`src/rtl/tt_cycle_timer.sv`:
```
module tt_cycle_timer #(
  parameter int W  = 16,
  parameter int CW = 4,
  parameter int AW = 3
) (
  input  logic          clk,
  input  logic          rst_n,
  input  logic          tick_en,
  input  logic          id_match,
  input  logic          reg_wr,
  input  logic [AW-1:0] reg_addr,
  input  logic [W-1:0]  reg_wdata,
  output logic [W-1:0]  reg_rdata,
  output logic [W-1:0]  count,
  output logic [CW-1:0] cycle,
  output logic          clr_pulse,
  output logic          cyc_pulse
);

  localparam logic [W-1:0]  DRIFT_MAX = W'(1) << (W-1);
  localparam logic [W-1:0]  ALL_ONES  = '1;
  localparam logic [AW-1:0] A_CTRL = AW'(0);
  localparam logic [AW-1:0] A_OFFS = AW'(1);
  localparam logic [AW-1:0] A_DRFT = AW'(2);
  localparam logic [AW-1:0] A_CMP0 = AW'(3);
  localparam logic [AW-1:0] A_CMP1 = AW'(4);
  localparam logic [AW-1:0] A_CYC  = AW'(5);
  localparam logic [AW-1:0] A_CNT  = AW'(6);

  logic [2:0]    ctrl_q;
  logic [W-1:0]  off_q, drift_q, cmp0_q, cmp1_q, cnt_q;
  logic [CW-1:0] cyc_q;
  logic          clr_q, cycp_q;

  wire tick_go = tick_en & ctrl_q[0];
  wire ovf     = tick_go & (cnt_q == ALL_ONES);
  wire hit0    = tick_go & ctrl_q[1] & (cnt_q == cmp0_q);
  wire hit1    = tick_go & ctrl_q[2] & (cnt_q == cmp1_q);
  wire reload  = id_match | ovf | hit0 | hit1;
  wire cyc_wr  = reg_wr & (reg_addr == A_CYC);
  wire cyc_chg = cyc_wr ? (reg_wdata[CW-1:0] != cyc_q) : hit0;

  always_ff @(posedge clk or negedge rst_n) begin
    if (!rst_n) begin
      ctrl_q  <= '0;
      off_q   <= '0;
      drift_q <= '0;
      cmp0_q  <= '0;
      cmp1_q  <= '0;
    end else if (reg_wr) begin
      case (reg_addr)
        A_CTRL:  ctrl_q  <= reg_wdata[2:0];
        A_OFFS:  off_q   <= reg_wdata;
        A_DRFT:  drift_q <= (reg_wdata > DRIFT_MAX) ? DRIFT_MAX : reg_wdata;
        A_CMP0:  cmp0_q  <= reg_wdata;
        A_CMP1:  cmp1_q  <= reg_wdata;
        default: ;
      endcase
    end
  end

  always_ff @(posedge clk or negedge rst_n) begin
    if (!rst_n) begin
      cnt_q  <= '0;
      cyc_q  <= '0;
      clr_q  <= 1'b0;
      cycp_q <= 1'b0;
    end else begin
      if (reload)       cnt_q <= off_q;
      else if (tick_go) cnt_q <= cnt_q + 1'b1;
      if (cyc_wr)       cyc_q <= reg_wdata[CW-1:0];
      else if (hit0)    cyc_q <= cyc_q + 1'b1;
      clr_q  <= reload;
      cycp_q <= cyc_chg;
    end
  end

  always_comb begin
    reg_rdata = '0;
    case (reg_addr)
      A_CTRL:  reg_rdata = W'(ctrl_q);
      A_OFFS:  reg_rdata = off_q;
      A_DRFT:  reg_rdata = drift_q;
      A_CMP0:  reg_rdata = cmp0_q;
      A_CMP1:  reg_rdata = cmp1_q;
      A_CYC:   reg_rdata = W'(cyc_q);
      A_CNT:   reg_rdata = cnt_q;
      default: reg_rdata = '0;
    endcase
  end

  assign count     = cnt_q;
  assign cycle     = cyc_q;
  assign clr_pulse = clr_q;
  assign cyc_pulse = cycp_q;

  assert_reload_offset_R3: assert property (@(posedge clk) disable iff (!rst_n)
    clr_pulse |-> count == $past(off_q));

  assert_count_hold_R2: assert property (@(posedge clk) disable iff (!rst_n)
    (!reload && !tick_go) |=> $stable(count));

  assert_cycle_step_R5: assert property (@(posedge clk) disable iff (!rst_n)
    (hit0 && !cyc_wr) |=> cycle == CW'($past(cycle) + 1'b1));

  assert_write_wins_R8: assert property (@(posedge clk) disable iff (!rst_n)
    cyc_wr |=> cycle == $past(reg_wdata[CW-1:0]));

  assert_cyc_upper_zero_R9: assert property (@(posedge clk) disable iff (!rst_n)
    (reg_addr == A_CYC) |-> reg_rdata[W-1:CW] == '0);

  assert_drift_cap_R10: assert property (@(posedge clk) disable iff (!rst_n)
    drift_q <= DRIFT_MAX);

endmodule

```
`config.mk`:
```
export PLATFORM = sky130hd
export DESIGN_NAME = tt_cycle_timer
export DESIGN_NICKNAME = d
export VERILOG_FILES = /design/src/rtl/tt_cycle_timer.sv
export SDC_FILE = /design/constraint.sdc
export NUM_CORES = 1
export LEC_CHECK = 0
export ABC_CLOCK_PERIOD_IN_PS = 3200
export BUFFER_PORTS_ARGS = -buffer_cell sky130_fd_sc_hd__buf_2
export CORE_MARGIN = 2
export CORE_UTILIZATION = 50
export CTS_CLUSTER_DIAMETER = 100
export DETAILED_ROUTE_END_ITERATION = 10
export PLACE_DENSITY = 0.7
export RECOVER_POWER = 50
export SKIP_CTS_REPAIR_TIMING = 1
export SLEW_MARGIN = 20
export SYNTH_ARGS = -nofsm -noshare
export SYNTH_HDL_FRONTEND = slang
export SYNTH_SLANG_ARGS = --single-unit
```
`constraint.sdc`:
```
create_clock -name clk -period 3.2 [get_ports clk]
set_input_delay 0.32 -clock clk [delete_from_list [all_inputs] [get_ports clk]]
set_output_delay 0.32 -clock clk [all_outputs]
set_load 0.01 [all_outputs]
```
==> results.txt <==
Status: complete, but fails checks
Failing checks: max-capacitance violations, max-slew violations
GRT busiest layer: met2
Buf/Inv on CP: 1
Synth top area share: 45.4%
Nature of the critical path startpoint: flop
Power per cell area: 652 nW/um^2
Fin crit period: 2.70 ns
Dominant cell type by area after synthesis: dfrtp_1
Fin Clk Skew: 0.00769 ns
Critical path's top delay family: simple AND/OR/NAND/NOR gates
Yosys warns: 0
WL/cell: 21.7 um
Synth unique cells: 44
Slew @ Worst Pin: 1.59 ns
RePlAce Congestion: 0.878
Mapped Avg Cell Area: 11.3 sq um
DIE AREA: 10600 sq um
Area Overhead vs Synth: 11.3%
Post-synth EDFFs: 0
Pin count of the biggest net entering global routing: 63
Top cells by area, synth: dfrtp_1 45%, mux2_2 14%, xnor2_1 6.6%
Antenna-violating nets left: 0
TritonCTS Buffers: 9
WL final: 13.4 mm
IO buf count: 61
Critical Path RT: 3.46 ns
Cell with the most instances after synthesis: dfrtp_1
CTS tree: done
GR Overflow Total: 0
Hold crit path type: in -> reg
Post-Layout Inst Area: 5460 sq um
Async S/R FF share, synth: 100%
Chip width: 103 um
R2R Setup Slk: 0.50 ns
CP cell instances: xnor2_1 > nand4_1 > or4_1 > o22ai_2 > nand2b_1 > buf_4 > mux2_2
IO Count: 62
Syn Nets: 460
RSZ-0062 raised after global routing: no
Largest stage delay on the critical path: 0.52 ns
Worst setup EP type: flop
RR Startpoint: count[2]
CTS max path bufs: 2
Power Total: 3560 uW
Clock transition at the registers of the reported paths: 0.08 ns
Sequential area share after synthesis: 45.4%
Met1 Use GR: 37.6%
Core area: 9640 sq um
Post-DR vias/cell: 6.02
VDD IR-drop max: 0.288 mV
Clk Latency, worst-skew pair: 0.37 ns
Min-delay src: id_match
CP Class: reg -> reg
Root buf cell: clkbuf_8
Row count: 36
Met2 Use GR: 42.0%
Critical Path AT: 2.95 ns
Setup-failing EPs final: 0
Max-capacitance violation count: 1
Vias: 3724
Initial antenna violation count: 0
Hold Fails Final Rpt: 0
Share of cells above drive strength 1: 29.8%
Finished Layout Cells: 619
Final TNS setup: 0 ns
Period Utilization, post-route: 84.3%
First-pass GRT wire length: 21.1 mm
Cell area after placement: 5300 sq um
Number of synthesized register bits: 89
Met3 Track Usage GR: 5.49%
Gate Count Post-Synth: 434
Inst Count DP: 605
Fmax: 0.371 GHz
Number of global-route vias before repair: 3675
Gr usage total: 27.0%
WHS Path Cells: 2
Die Y: 103 um
Initial drt markers: 261
Clk sinks: 89
Worst slew margin: -6.03%
Mapped cell area: 4910 sq um
Max Slew Vio Count: 63
Crit-path max FO: 8
DP HPWL: 9.51 mm
Leak pwr: 0.00234 uW
TritonRoute pass-1 iters: 5
Number of diodes: 0
Fill count: 870
Top cells by count, synth: 89 x dfrtp_1, 61 x mux2_2, 37 x xnor2_1
R2R Path End: count[5]
Remaining DRCs: 0
# nets final: 509
Initial core utilization: 50.9%
Dominant synthesized flop cell: dfrtp_1
CTS H-tree depth: 3
Critical-path top delay cell: dfrtp_1
Post-route core utilization: 56.7%
Worst R2R Path Depth: 7
Hold endpoint: count[14]
==> final cells by class <==
cell class	instances	area (sq um)	share of cell area [%]
multi-input combinational	306	2480	45.5
clock buffer	10	128	2.34
timing repair buffer	74	374	6.85
sequential	89	2230	40.8
inverter	3	11.3	0.206
tap	133	166	3.05
clock inverter	4	70.1	1.28
==> flip-flops by register name (all words and copies together), names as in the netlist <==
register   cells
clr_pulse      1
cmp0_q        16
cmp1_q        16
count         16
ctrl_q         3
cyc_pulse      1
cycle          4
drift_q       16
off_q         16
==> cell families after synthesis <==
kind of cell / share of synthesized area, %
and+or+nand+nor: 9.16
muxes: 21.6
DFF: 45.4
AOI/OAI and AO/OA: 9.44
xor gates and xnor gates: 9.79
buffers and inverters: 4.11
adders and majority gates: 0.510
==> worst max path at each step <==
stage / startpoint / endpoint / slack [ns] / cells after the start
4_1_cts: count[0] / count[5] / 0.54 / 7
6_report: count[2] / count[5] / 0.50 / 7
3_5_place_dp: count[0] / count[1] / 0.53 / 7
5_1_grt: count[0] / count[5] / 0.39 / 7
3_3_place_gp: count[0] / count[1] / 0.62 / 7
2_1_floorplan: count[14] / count[10] / 0.99 / 9
==> layer usage <==
metal | vias to the layer above | share of wire, %
met3 | 29 | 7.9
met5 | - | 0
met1 | 1866 | 42
met2 | 181 | 47
li1 | 1648 | -
met4 | 0 | 2.6
==> cell usage in the layout (no fill, tap or decap), types with 2 or more instances in the layout <==
cell | synthesis | layout
nor3_1 | 5 | 4
mux2_2 | 61 | 60
ha_1 | 2 | 2
a22o_1 | 13 | 13
mux4_2 | 3 | 3
and3_1 | 3 | 3
and2_1 | 2 | 2
nand2b_1 | 4 | 4
a221oi_1 | 11 | 11
mux2i_1 | 17 | 17
clkbuf_1 | 18 | 20
mux2_4 | 9 | 9
o21ai_0 | 4 | 4
nand4_1 | 7 | 7
nand3b_1 | 2 | 2
nor2_1 | 30 | 30
clkbuf_8 | 0 | 9
a21oi_1 | 33 | 33
buf_2 | 9 | 43
nand3_1 | 12 | 12
xnor2_1 | 37 | 37
dfrtp_1 | 89 | 89
xor2_1 | 16 | 16
bufinv_16 | 0 | 2
inv_1 | 3 | 3
buf_4 | 1 | 11
nand2_1 | 13 | 13
clkinv_2 | 0 | 2
nor4_1 | 6 | 6
nor2b_1 | 3 | 2
==> through the flow <==
stage	setup WS, ns	hold slack (ns)
3_5_place_dp	0.534	0.461
2_1_floorplan	0.988	0.0244
4_1_cts	0.540	0.0576
3_3_place_gp	0.622	0.457
5_1_grt	0.394	0.190
6_report	0.503	0.185
==> where the power goes <==
group,internal [uW],leakage (uW),switching (uW)
Combinational,543,0.00115,478
Sequential,1370,0.00108,347
Clock,429,0.000102,397
Total,2340,0.00234,1220
Power figures use the tool's default switching activity.
